`config.mk`:
```
export PLATFORM = sky130hd
export DESIGN_NAME = flash_window_bridge
export DESIGN_NICKNAME = d
export VERILOG_FILES = /design/src/rtl/fwb_pkg.sv /design/src/rtl/fwb_tick.sv /design/src/rtl/fwb_spi_byte.sv /design/src/rtl/flash_window_bridge.sv
export SDC_FILE = /design/constraint.sdc
export NUM_CORES = 1
export LEC_CHECK = 0
export BUFFER_PORTS_ARGS = -buffer_cell sky130_fd_sc_hd__buf_4
export CAP_MARGIN = 20
export CORE_MARGIN = 2
export CORE_UTILIZATION = 51
export DETAILED_ROUTE_END_ITERATION = 8
export PLACE_DENSITY = 0.7
export SLEW_MARGIN = 5
export SYNTH_ARGS = -nofsm -noshare
export SYNTH_HDL_FRONTEND = slang
export SYNTH_HIERARCHICAL = 1
export SYNTH_SLANG_ARGS = --single-unit
```
`constraint.sdc`:
```
create_clock -name clk -period 3.6 [get_ports clk]
set_clock_uncertainty 0.15 [all_clocks]
set_input_delay 0 -clock clk [delete_from_list [all_inputs] [get_ports clk]]
set_output_delay 0 -clock clk [all_outputs]
set_load 0.005 [all_outputs]
```
`src/rtl/fwb_pkg.sv`:
```
package fwb_pkg;

    localparam int BYTE_W = 8;

    // register window offsets; software decodes these
    localparam logic [7:0] OFF_ADR0 = 8'h3B;
    localparam logic [7:0] OFF_ADR1 = 8'h3C;
    localparam logic [7:0] OFF_ADR2 = 8'h3D;
    localparam logic [7:0] OFF_ADR3 = 8'h3E;
    localparam logic [7:0] OFF_DATA = 8'h3F;

    localparam logic [3:0] FOLLOW_NIBBLE = 4'hF;
    localparam int         TARGET_BIT    = 6;
    localparam logic [7:0] KEY_CS_HIGH   = 8'hFE;
    localparam logic [7:0] KEY_CS_LOW    = 8'hFD;
    localparam logic [7:0] CMD_READ      = 8'h03;

    // normal read: command, three address bytes, one data byte
    localparam int         NRD_BYTES = 5;
    localparam logic [2:0] NRD_LAST  = 3'(NRD_BYTES - 1);

    typedef enum logic {ST_IDLE, ST_XFER} br_state_e;
    typedef enum logic [1:0] {K_FWR, K_FRD, K_NRD} xfer_kind_e;

    typedef struct packed {
        logic             act;
        logic             sck;
        logic [2:0]       bitn;
        logic [BYTE_W-1:0] tsh;
        logic [BYTE_W-1:0] rsh;
        logic             done;
    } spi_regs_t;

    typedef struct packed {
        br_state_e              st;
        xfer_kind_e             kind;
        logic [2:0]             seq;
        logic [3:0][BYTE_W-1:0] adr;
        logic                   cs_n;
        logic [BYTE_W-1:0]      rdata;
    } br_regs_t;

endpackage

```
`src/rtl/fwb_tick.sv`:
```
module fwb_tick #(
    parameter int HALF_DIV = 2
) (
    input  logic clk,
    input  logic rst_n,
    input  logic en,
    output logic tick
);
    localparam int CW = $clog2(HALF_DIV + 1);

    logic [CW-1:0] cnt_d, cnt_q;

    always_comb begin
        tick  = en && (cnt_q == CW'(HALF_DIV - 1));
        cnt_d = (!en || tick) ? '0 : cnt_q + 1'b1;
    end

    always_ff @(posedge clk or negedge rst_n) begin
        if (!rst_n) cnt_q <= '0;
        else        cnt_q <= cnt_d;
    end
endmodule

```
`src/rtl/fwb_spi_byte.sv`:
```
module fwb_spi_byte
    import fwb_pkg::*;
(
    input  logic              clk,
    input  logic              rst_n,
    input  logic              start,
    input  logic [BYTE_W-1:0] tx_byte,
    input  logic              tick,
    input  logic              miso,
    output logic              active,
    output logic              done,
    output logic [BYTE_W-1:0] rx_byte,
    output logic              sck,
    output logic              mosi
);
    spi_regs_t d, q;

    always_comb begin
        d      = q;
        d.done = 1'b0;
        if (!q.act) begin
            if (start) begin
                d.act  = 1'b1;
                d.sck  = 1'b0;
                d.bitn = '0;
                d.tsh  = tx_byte;
            end
        end else if (tick) begin
            if (!q.sck) begin
                // rising edge: sample the line
                d.sck = 1'b1;
                d.rsh = {q.rsh[BYTE_W-2:0], miso};
            end else begin
                // falling edge: present the next bit or finish
                d.sck = 1'b0;
                if (q.bitn == 3'(BYTE_W - 1)) begin
                    d.act  = 1'b0;
                    d.done = 1'b1;
                end else begin
                    d.bitn = q.bitn + 1'b1;
                    d.tsh  = {q.tsh[BYTE_W-2:0], 1'b0};
                end
            end
        end
    end

    always_ff @(posedge clk or negedge rst_n) begin
        if (!rst_n) q <= '0;
        else        q <= d;
    end

    assign active  = q.act;
    assign done    = q.done;
    assign rx_byte = q.rsh;
    assign sck     = q.sck;
    assign mosi    = q.tsh[BYTE_W-1];
endmodule

```
`src/rtl/flash_window_bridge.sv`:
```
module flash_window_bridge
    import fwb_pkg::*;
#(
    parameter int HALF_DIV = 2
) (
    input  logic       clk,
    input  logic       rst_n,
    input  logic [7:0] reg_addr,
    input  logic [7:0] reg_wdata,
    input  logic       reg_wr,
    input  logic       reg_rd,
    output logic [7:0] reg_rdata,
    output logic       busy,
    output logic       spi_sck,
    output logic       spi_cs_n,
    output logic       spi_mosi,
    input  logic       spi_miso
);
    br_regs_t          d, q;
    logic              eng_start, eng_active, eng_done, eng_tick;
    logic [BYTE_W-1:0] eng_tx, eng_rx;
    logic              follow;

    function automatic logic [BYTE_W-1:0] hdr_byte(input logic [2:0] idx,
                                                    input logic [3:0][BYTE_W-1:0] a);
        case (idx)
            3'd1:    return a[2];
            3'd2:    return a[1];
            3'd3:    return a[0];
            default: return '0;
        endcase
    endfunction

    fwb_tick #(.HALF_DIV(HALF_DIV)) i_tick (
        .clk  (clk),
        .rst_n(rst_n),
        .en   (eng_active),
        .tick (eng_tick)
    );

    fwb_spi_byte i_eng (
        .clk    (clk),
        .rst_n  (rst_n),
        .start  (eng_start),
        .tx_byte(eng_tx),
        .tick   (eng_tick),
        .miso   (spi_miso),
        .active (eng_active),
        .done   (eng_done),
        .rx_byte(eng_rx),
        .sck    (spi_sck),
        .mosi   (spi_mosi)
    );

    assign follow = (q.adr[3][3:0] == FOLLOW_NIBBLE);

    always_comb begin
        d         = q;
        eng_start = 1'b0;
        eng_tx    = '0;
        case (q.st)
            ST_IDLE: begin
                if (reg_wr) begin
                    case (reg_addr)
                        OFF_ADR0: d.adr[0] = reg_wdata;
                        OFF_ADR1: d.adr[1] = reg_wdata;
                        OFF_ADR2: d.adr[2] = reg_wdata;
                        OFF_ADR3: d.adr[3] = reg_wdata;
                        OFF_DATA: begin
                            if (follow && q.adr[1] == KEY_CS_HIGH) begin
                                d.cs_n = 1'b1;
                            end else if (follow && q.adr[1] == KEY_CS_LOW) begin
                                d.cs_n    = 1'b0;
                                d.st      = ST_XFER;
                                d.kind    = K_FWR;
                                eng_start = 1'b1;
                                eng_tx    = reg_wdata;
                            end
                        end
                        default: ;
                    endcase
                end else if (reg_rd) begin
                    case (reg_addr)
                        OFF_ADR0: d.rdata = q.adr[0];
                        OFF_ADR1: d.rdata = q.adr[1];
                        OFF_ADR2: d.rdata = q.adr[2];
                        OFF_ADR3: d.rdata = q.adr[3];
                        OFF_DATA: begin
                            if (follow) begin
                                if (q.adr[1] == KEY_CS_LOW) begin
                                    d.cs_n    = 1'b0;
                                    d.st      = ST_XFER;
                                    d.kind    = K_FRD;
                                    eng_start = 1'b1;
                                end else begin
                                    d.rdata = 8'hFF;
                                end
                            end else if (q.adr[3][TARGET_BIT]) begin
                                d.cs_n    = 1'b0;
                                d.st      = ST_XFER;
                                d.kind    = K_NRD;
                                d.seq     = '0;
                                eng_start = 1'b1;
                                eng_tx    = CMD_READ;
                            end else begin
                                d.rdata = 8'hFF;
                            end
                        end
                        default: d.rdata = '0;
                    endcase
                end
            end
            default: begin
                if (eng_done) begin
                    case (q.kind)
                        K_FWR: d.st = ST_IDLE;
                        K_FRD: begin
                            d.rdata = eng_rx;
                            d.st    = ST_IDLE;
                        end
                        default: begin
                            if (q.seq == NRD_LAST) begin
                                d.rdata = eng_rx;
                                d.cs_n  = 1'b1;
                                d.st    = ST_IDLE;
                            end else begin
                                d.seq     = q.seq + 1'b1;
                                eng_start = 1'b1;
                                eng_tx    = hdr_byte(q.seq + 1'b1, q.adr);
                            end
                        end
                    endcase
                end
            end
        endcase
    end

    always_ff @(posedge clk or negedge rst_n) begin
        if (!rst_n) begin
            q      <= '0;
            q.st   <= ST_IDLE;
            q.kind <= K_FWR;
            q.cs_n <= 1'b1;
        end else begin
            q <= d;
        end
    end

    assign reg_rdata = q.rdata;
    assign busy      = (q.st != ST_IDLE);
    assign spi_cs_n  = q.cs_n;
endmodule

```
==> reports/qor.yml, run 1 <==
gr-total-overflow: 0
final-setup-viol-count: 0
slowest_stage: "o311ai_1"
ys_warn_count: 6
drive_gt1_frac: 0.323
finalCritPeriodShare: 0.747
startpoint_type: "flip-flop"
maxCapViolations: 0
ys_async_sr_fraction: 1.00
antenna_found_initial: 0
drv_slew: 0
root_buffer: "clkbuf_8"
cts_tree: "built"
slew_headroom: 0.366
totalNegativeSetupSlack_ns: 0
die-area_mm2: 0.00842
postSynthAreaPerCell_um2: 11.8
yosys.area.top_type: "dfrtp_1"
hp-class: "input port to flip-flop"
start_util: 0.533
core_area_mm2: 0.00737
diodes: 0
critPathMaxFanout: 14
wl_per_cell_um: 17.7
die_x_um: 91.7
cts_made_buffers: 9
synthCells: 333
final_hold_viol_count: 0
synth-edff-count: 0
fin_crit_ns: 2.69
clk_latency_ns: 0.35
grt_pass1_vias: 2678
synth_seq_area_share: 0.453
post_cts_buffers: 0
netlist_top_cells_area: "dfrtp_1 45%, mux2_2 11%, mux2_4 5.7%"
cp_data_required_time_ns: 3.68
numPortBuffers: 32
crit_chain: "inv_1, ha_1, o311ai_1, o22ai_1, a22o_1, mux2_4"
grt.total_usage: 0.211
drt_iter0_markers: 293
syn_area_mm2: 0.00393
path_clk_slew_ns: 0.08
drc: 0
ys.flop_type: "dfrtp_1"
ys_types: 50
ctsResizeCount: 0
yosys_register_bits: 71
drtPass1Iterations: 5
fillers: 632
worst_setup_path_end_kind: "flip-flop"
max_stage_delay_ns: 0.88
ant_nets: 0
routabilityCongestion: 0.856
nNetsFinal: 388
ir_drop_mv: 0.175
syn_nets: 361
via_per_inst: 5.91
hpwl_um: 5840
vias: 2743
syn2layout_area_growth_pct: 13.3
die_h_um: 91.7
worst_pin_slew_ns: 0.936
timing.hold.ws_ns: 0.104
rsz0062_at_grt: "false"
regArea_mm2: 0.00178
num_rows: 31
cts_max_path_buffers: 2
critical_path_class: "flip-flop to flip-flop"
grt_max_degree: 72
clock.fmax_mhz: 372
routed_wl_um: 8210
clock_sinks: 71
power_density_mw_per_mm2: 359
synth_top_area_share: 0.446
multi_input_area_mm2: 0.00191
cp.arrival_ns: 2.77
io_pins: 33
post_cts_hold_buffer_count: 15
htreeDepth: 3
p_leak_nw: 2.04
status: "complete, no violations"
grt_pass1_wl_um: 14000
[critical path: cells and delay by family (launching register included)]
| kind | cells | cell delay, ns |
|---|---|---|
| multiplexers | 1 | 0.25 |
| adder cells (fa/ha/maj) | 1 | 0.37 |
| flip-flops | 1 | 0.41 |
| AO/OA/AOI/OAI | 3 | 1.33 |
| buffers and inverters | 1 | 0.08 |
[cells in the final DEF (no fill, tap or decap), types with 2 or more instances in the layout]
cell type / n
dfrtp_1: 70
mux2_2: 40
buf_4: 34
nand3_1: 17
nand2_1: 16
nor2_1: 16
a22o_1: 15
dlygate4sd3_1: 15
mux2_4: 15
o21ai_0: 10
mux2i_1: 10
clkbuf_8: 9
inv_1: 8
a222oi_1: 8
o221ai_1: 8
ha_1: 7
o2bb2ai_1: 6
nand2b_1: 4
a21oi_1: 4
o22ai_1: 4
nand4_1: 3
nor3_1: 3
a31oi_1: 3
nor3b_2: 3
nor4_2: 2
nor2b_1: 2
and3_1: 2
a21o_1: 2
nor4_1: 2
nand4b_1: 2
clkinv_4: 2
clkinvlp_4: 2
inv_6: 2
[cell families after synthesis]
logic type                 share of synthesized area
adders and majority gates                     0.0223
and+or+nand+nor                                0.123
buffers and inverters                         0.0615
xor gates and xnor gates                     0.00446
AOI/OAI and AO/OA                              0.135
DFF                                            0.453
muxes                                          0.200
[layout make-up]
cell class              count  share of cell area
multi-input cells         221               0.429
repair buffers             49              0.0911
well taps                  99              0.0278
flip-flops and latches     71               0.400
clock buffers               9              0.0278
inverters                   8             0.00675
clock inverters             7              0.0180
[synthesized netlist by cell type, types with 2 or more instances]
master,count
o2bb2ai_1,6
a222oi_1,8
mux2i_1,10
inv_1,8
nand3_1,17
mux2_2,40
nor4_1,2
dfrtp_1,70
nor2_1,16
mux2_4,15
o21ai_0,10
a31oi_1,3
buf_2,7
and3_1,2
buf_4,17
nor2b_1,2
nor4_2,2
nand4_1,3
a21o_1,2
a21oi_1,4
clkbuf_1,6
buf_6,2
nand4b_1,2
ha_1,7
nand2_1,16
nor3b_2,3
nor3_1,3
a22o_1,15
o22ai_1,4
o221ai_1,8
nand2b_1,4
[layer usage]
| layer | wire, um | GRT usage | vias to the layer above |
|---|---|---|---|
| met3 | 471 | 0.0468 | 16 |
| met4 | 131 | 0.0734 | 0 |
| met5 | 0 | 0 | - |
| met1 | 3910 | 0.298 | 1336 |
| li1 | - | - | 1302 |
| met2 | 3700 | 0.321 | 89 |
[through the flow]
step                worst slack (ns)  power, mW  instances   util  instance area (um^2)
floorplan                       1.30      0.896        333      -                  3930
global placement               0.949      0.947        433  0.556                  4090
detailed placement             0.919      0.949        433  0.556                  4090
CTS                            0.902       1.61        464  0.604                  4450
global route                   0.696       1.67        464  0.604                  4450
finish                         0.911       1.60        464  0.604                  4450
[path summary, 6_finish.rpt]
kind | start | end | slack, ns | cells after the start
worst max-delay path | q[41] | i_eng/q[10] | 0.91 | 6
worst min-delay path | reg_addr[1] | q[20] | 0.10 | 3
max in group asynchronous | rst_n | q[25] | 2.56 | 2
worst min register to register | i_tick/cnt_q[0] | i_tick/cnt_q[0] | 0.31 | 1
worst max register to register | q[41] | i_eng/q[10] | 0.91 | 6
min in group asynchronous | rst_n | reg_rdata[2] | 0.17 | 2
[power breakdown]
part	switching, mW	internal, mW
clock network	0.326	0.327
logic	0.0602	0.0528
registers	0.0168	0.814
total	0.403	1.19
[flip-flops by register name, summed over array words and instances, names as in the netlist]
name and flops:
i_eng/done 1, i_tick/cnt_q 2, busy 1, i_eng/sck 1
i_eng/q 10, i_eng/active 1, q 37, reg_rdata 8
spi_cs_n 1, i_eng/mosi 1, i_eng/rx_byte 8
No activity file was read; power rests on OpenSTA's default activity.
==> run 2, diff against run 1 <==
clock period = 2.6 ns   (was 3.6 ns; I/O delays follow)
==> run 2 against run 1 <==
  * Routed wire length grew 6.6%
  * Global-route usage grew 1.3 points
  * Via count grew 3.1%
  * Sequential share of layout area shrank 1.3 points
  * First-iteration DRC count grew 8.9%
  * Critical path depth grew 2
  * Critical path type is now input port to flip-flop
  * Critical endpoint is now reg_rdata[0]
  * Largest power group unchanged
==> reports/qor.yml, run 2 (synthesis results as in run 1) <==
status: "complete, no violations"
reg2reg_depth: 8  # +2
die_x_um: 91.7  # unchanged
ir_drop_mv: 0.359  # +110%
routabilityCongestion: 0.851  # -0.64%
preCtsSetupSlack_ns: 0.0558  # -0.863 ns
io_pins: 33  # unchanged
clock_sinks: 71  # unchanged
hold_depth: 4  # +1
fin_ws_ns: 0.178  # -0.733 ns
start_util: 0.533  # unchanged
cts_tree: "built"
hp-start: "reg_addr[1]"
path_clk_slew_ns: 0.07  # about the same
worst_setup_path_end_kind: "flip-flop"
routed_wl_um: 8760  # +6.6%
hpwl_um: 6040  # +3.3%
totalNegativeSetupSlack_ns: 0  # unchanged
critPathMaxFanout: 8  # -6
critical_path_class: "input port to flip-flop"
top_regs: "q (37), i_eng/q (10)"
drt_iter0_markers: 319  # +8.9%
final_cell_mix: "70 x dfrtp_1, 47 x buf_4, 40 x mux2_2, 17 x nand3_1"
crit_chain: "dlygate4sd3_1, buf_4, nand4b_4, dlygate4sd3_1, nor4_4, a2111oi_4, buf_4, mux2_2"
drc: 0  # unchanged
drive_gt1_frac: 0.343  # +0.0197
timing.hold.ws_ns: 0.0734  # -0.0303 ns
r2r-end: "i_eng/q[13]"
crit_cells: 8  # +2
ant_nets: 0  # unchanged
whs_endpoint: "busy"
total_power_mw: 2.37  # +48%
slew_headroom: 0.398  # +0.0323
fin_crit_ns: 2.42
reg2reg_slack_ns: 0.23  # -0.68 ns
cp.arrival_ns: 2.50  # -0.27 ns
grt.total_usage: 0.223  # +0.0126
via_per_inst: 5.92  # +0.11%
root_buffer: "clkbuf_8"
antenna_found_initial: 0  # unchanged
rsz0062_at_grt: "false"
grt_pass1_wl_um: 14800  # +5.3%
cts_made_buffers: 9  # unchanged
critical_path.top_delay_family: "buffers and inverters"
grt_pass1_vias: 2830  # +5.7%
die_h_um: 91.7  # unchanged
layout.cells.most_common: "dfrtp_1"
slowest_stage: "dlygate4sd3_1"
diodes: 0  # unchanged
final-setup-viol-count: 0  # unchanged
maxCapViolations: 0  # unchanged
finalCritPeriodShare: 0.932
postLayoutCoreUtil: 0.623  # +0.0197
design_area_mm2: 0.00459  # +3.3%
htreeDepth: 3  # unchanged
die-area_mm2: 0.00842  # unchanged
clock.fmax_mhz: 413
stdcell_count: 478  # +3.0%
cp_data_required_time_ns: 2.68  # -1.00 ns
final_hold_viol_count: 0  # unchanged
dp.cells: 446  # +3.0%
hp-class: "input port to flip-flop"
drtPass1Iterations: 5  # unchanged
critPathBufInv: 4  # +3
numPortBuffers: 32  # unchanged
wl_per_cell_um: 18.3  # +3.5%
largest_reg_flops: 37  # unchanged
worst_pin_slew_ns: 0.903  # -0.0336 ns
vias: 2829  # +3.1%
drv_slew: 0  # unchanged
syn2layout_area_growth_pct: 17.0
post_cts_buffers: 0  # unchanged
p_leak_nw: 2.12  # +3.9%
cts_max_path_buffers: 2  # unchanged
gr-total-overflow: 0  # unchanged
largest-register: "q"
r2r_start: "q[23]"
num_rows: 31  # unchanged
startpoint_type: "input port"
nNetsFinal: 402  # +3.6%
core_area_mm2: 0.00737  # unchanged
power_density_mw_per_mm2: 515  # +44%
placed_area_mm2: 0.00419  # +2.4%
grt_max_degree: 72  # unchanged
clk_latency_ns: 0.35  # about the same
max_stage_delay_ns: 0.63  # -0.25 ns
## run 2: changes by cell type in the layout (fill, tap and decap cells not counted), sizes merged
| cell | previous run | this run |
|---|---|---|
| buf | 34 | 48 |
| bufinv | 1 | 3 |
| clkbuf | 9 | 11 |
| clkinv | 2 | 1 |
| clkinvlp | 2 | 1 |
| inv | 10 | 8 |
## run 2: layout make-up
class	count	area, um^2
fill	607	2780
clock buffer	11	131
timing repair buffer	63	508
tap	99	124
sequential	71	1780
inverter	8	30.0
multi-input combinational	221	1920
clock inverter	5	106
## run 2: power by group
part | leakage, nW | switching [mW] | internal, mW
combinational | 1.10 | 0.0866 | 0.0765
sequential | 0.907 | 0.0226 | 1.13
clock | 0.114 | 0.414 | 0.640
## run 2: worst max-delay path by stage
stage / start / endpoint / slack [ns]
after floorplan: q[18] / i_eng/mosi / 0.30
after global placement: q[41] / i_eng/q[15] / 0.17
after detailed placement: q[41] / i_eng/q[14] / 0.06
after CTS: reg_addr[7] / reg_rdata[0] / 0.02
after global routing: reg_addr[7] / spi_cs_n / 0.07
final: reg_addr[7] / reg_rdata[0] / 0.18
## run 2: per-layer routing
layer	routed length, um	global-route usage	vias up
li1	-	-	1325
met1	4020	0.311	1379
met5	0	0	-
met2	4090	0.357	111
met4	110	0.0522	0
met3	543	0.0509	14
## run 2: worst register-to-register path: stages (launching register included)
cell,delay (ns)
dfrtp_1,0.41
nand4_1,0.25
nor4_2,0.32
o21ai_0,0.17
a21o_1,0.22
nand2_1,0.12
nand2b_2,0.12
nand2_4,0.18
mux2_4,0.32
## run 2: repair_timing
item | 4_1_cts | 5_1_grt
endpoints found under the setup margin | 0 | 9
hold buffers | 15 | 0
hold endpoints to repair | 108 | 0
resized for setup | 0 | 1
==> run 3, diff against run 2 <==
ABC_AREA = 1   (was unset)
PLACE_DENSITY = 0.69   (was 0.7)
==> run 3 against run 2 <==
  * Cell count up 48%
  * First-iteration DRC count is 27% lower
  * Critical path depth is 4 higher
  * Routed wire length rose by 20%
==> reports/qor.yml, run 3 <==
final_hold_viol_count: 0  # unchanged
path_clk_slew_ns: 0.08  # about the same
worst_pin_slew_ns: 0.914  # +0.0111 ns
synth_most_common_cell: "nand2_1"
slew_headroom: 0.391  # -0.00740
core_area_mm2: 0.00826  # +12%
totalNegativeSetupSlack_ns: 0  # unchanged
crit_chain: "nand2_1, nor2_2, nand3_1, nor2_2, nand3b_1, nand3_1, nand2_1, nand2_2, nand2_8, nand2_4, nand2_1, nand2_1"
drv_slew: 0  # unchanged
drt_iter0_markers: 234  # -27%
timing.hold.ws_ns: 0.166  # +0.0926 ns
syn2layout_area_growth_pct: 11.0
p_leak_nw: 2.48  # +17%
ys.flop_type: "dfrtp_1"
via_per_inst: 5.40  # -8.7%
die-area_mm2: 0.00936  # +11%
ant_nets: 0  # unchanged
ys_warn_count: 6  # unchanged
largest-register: "q"
start_util: 0.531  # -0.00156
routabilityCongestion: 0.940  # +11%
cts_max_path_buffers: 2  # unchanged
grt_max_degree: 72  # unchanged
routed_wl_um: 10500  # +20%
die_x_um: 96.7  # +5.5%
max_stage_delay_ns: 0.39  # -0.24 ns
total_power_mw: 2.25  # -5.1%
status: "complete, no violations"
synth_seq_area_share: 0.405  # -0.0475
diodes: 0  # unchanged
yosys_register_bits: 71  # unchanged
syn_nets: 597  # +65%
critical_path_class: "flip-flop to flip-flop"
num_rows: 33  # +6.5%
drc: 0  # unchanged
path_common_cell: "nand2_1"
layout.cells.most_common: "nand2_1"
maxCapViolations: 0  # unchanged
fillers: 790  # +30%
grt_pass1_wl_um: 18100  # +23%
drtPass1Iterations: 4  # -1
root_buffer: "clkbuf_8"
critPathBufInv: 0  # -4
htreeDepth: 3  # unchanged
worst_setup_path_end_kind: "flip-flop"
hpwl_um: 7410  # +23%
top_regs: "q (37), i_eng/q (10)"
power_density_mw_per_mm2: 461  # -10%
netlist_top_cells_area: "dfrtp_1 40%, nand2_1 15%, nand3_1 10%"
syn_area_mm2: 0.00439  # +12%
final-setup-viol-count: 0  # unchanged
hp-class: "input port to asynchronous set/reset pin"
wl_per_cell_um: 14.8  # -19%
cp.arrival_ns: 2.38  # -0.12 ns
grt_pass1_vias: 3724  # +32%
gr-total-overflow: 0  # unchanged
critPathMaxFanout: 13  # +5
rsz0062_at_grt: "false"
finalCritPeriodShare: 0.862  # -0.0694
clock_sinks: 71  # unchanged
synth_top_area_share: 0.399  # -0.0468
ys_types: 32  # -36%
cts_tree: "built"
cts_made_buffers: 9  # unchanged
critical_path.top_delay_family: "simple AND/OR/NAND/NOR gates"
largest_reg_flops: 37  # unchanged
clk_latency_ns: 0.35  # about the same
postSynthAreaPerCell_um2: 7.71  # -35%
grt.total_usage: 0.239  # +0.0156
synth-edff-count: 0  # unchanged
numPortBuffers: 32  # unchanged
ys_async_sr_fraction: 1.00  # unchanged
io_pins: 33  # unchanged
slowest_stage: "dfrtp_1"
nNetsFinal: 626  # +56%
final_cell_mix: "173 x nand2_1, 89 x nand3_1, 70 x dfrtp_1, 45 x inv_1, 38 x buf_4"
synthCells: 569  # +71%
ir_drop_mv: 0.271  # -25%
postLayoutCoreUtil: 0.589  # -0.0339
antenna_found_initial: 0  # unchanged
startpoint_type: "flip-flop"
drive_gt1_frac: 0.176  # -0.167
synthTopCellsByCount: "174 x nand2_1, 89 x nand3_1, 70 x dfrtp_1, 45 x inv_1, 30 x o21ai_0"
yosys.area.top_type: "dfrtp_1"
vias: 3825  # +35%
cp_data_required_time_ns: 2.74  # +0.06 ns
clock.fmax_mhz: 446  # +8.0%
fin_crit_ns: 2.24  # -0.180 ns
die_h_um: 96.7  # +5.5%
run 3: kinds of logic (layout without fill, tap and decap cells):
group,count (synthesis),in the layout,share of synthesized area
AND/OR/NAND/NOR,336,336,0.373
flip-flops,71,71,0.405
AO/OA/AOI/OAI,71,71,0.0901
XOR/XNOR,1,1,0.00371
buffers and inverters,83,117,0.108
adder cells (fa/ha/maj),7,7,0.0200
run 3: cell type report:
type | count | area (um^2) | share of cell area
clock buffer | 10 | 138 | 0.0283
clock inverter | 6 | 70.1 | 0.0144
inverter | 51 | 206 | 0.0424
multi-input combinational | 415 | 2140 | 0.439
sequential | 71 | 1780 | 0.365
tap | 105 | 131 | 0.0270
timing repair buffer | 50 | 405 | 0.0833
run 3: final timing paths:
check | cells after the start | endpoint | slack, ns | start
hold / removal | 2 | reg_rdata[2] | 0.17 | rst_n
setup / recovery | 12 | i_eng/q[12] | 0.36 | q[22]
hold reg to reg | 1 | i_tick/cnt_q[0] | 0.31 | i_tick/cnt_q[0]
max in group asynchronous | 2 | i_eng/q[13] | 1.53 | rst_n
setup reg to reg | 12 | i_eng/q[12] | 0.36 | q[22]
min in group clk | 6 | q[10] | 0.20 | reg_addr[2]
run 3: per-stage QoR:
stage | setup slack [ns] | area [um^2] | instances
2_1_floorplan | 0.662 | 4390 | 569
3_3_place_gp | 0.365 | 4540 | 680
3_5_place_dp | 0.259 | 4540 | 680
4_1_cts | 0.248 | 4860 | 708
5_1_grt | 0.118 | 4870 | 708
6_report | 0.358 | 4870 | 708
run 3: report_power, final:
part	switching, mW	leakage, nW	internal, mW
sequential	0.0221	0.913	1.13
combinational	0.0945	1.48	0.0734
clock	0.451	0.0947	0.472
run 3: worst reg2reg max path, stage by stage, from the launching register on:
cell and delay [ns]:
dfrtp_1 0.39, nand2_1 0.10, nor2_2 0.23, nand3_1 0.14, nor2_2 0.18, nand3b_1 0.14
nand3_1 0.09, nand2_1 0.08, nand2_2 0.24, nand2_8 0.15, nand2_4 0.16, nand2_1 0.07
nand2_1 0.06
run 3: repair_timing:
item,in CTS,in global routing
hold buffers,12,0
endpoints found under the hold margin,109,0
setup buffers,0,0
setup endpoints to repair,0,10
gates resized for setup,0,1
run 3: metal layers:
| metal | vias to the layer above | share of wire | global-route usage |
|---|---|---|---|
| met5 | - | 0 | 0 |
| li1 | 1887 | - | - |
| met2 | 113 | 0.46 | 0.377 |
| met3 | 24 | 0.053 | 0.0491 |
| met4 | 0 | 0.025 | 0.0964 |
| met1 | 1801 | 0.47 | 0.323 |
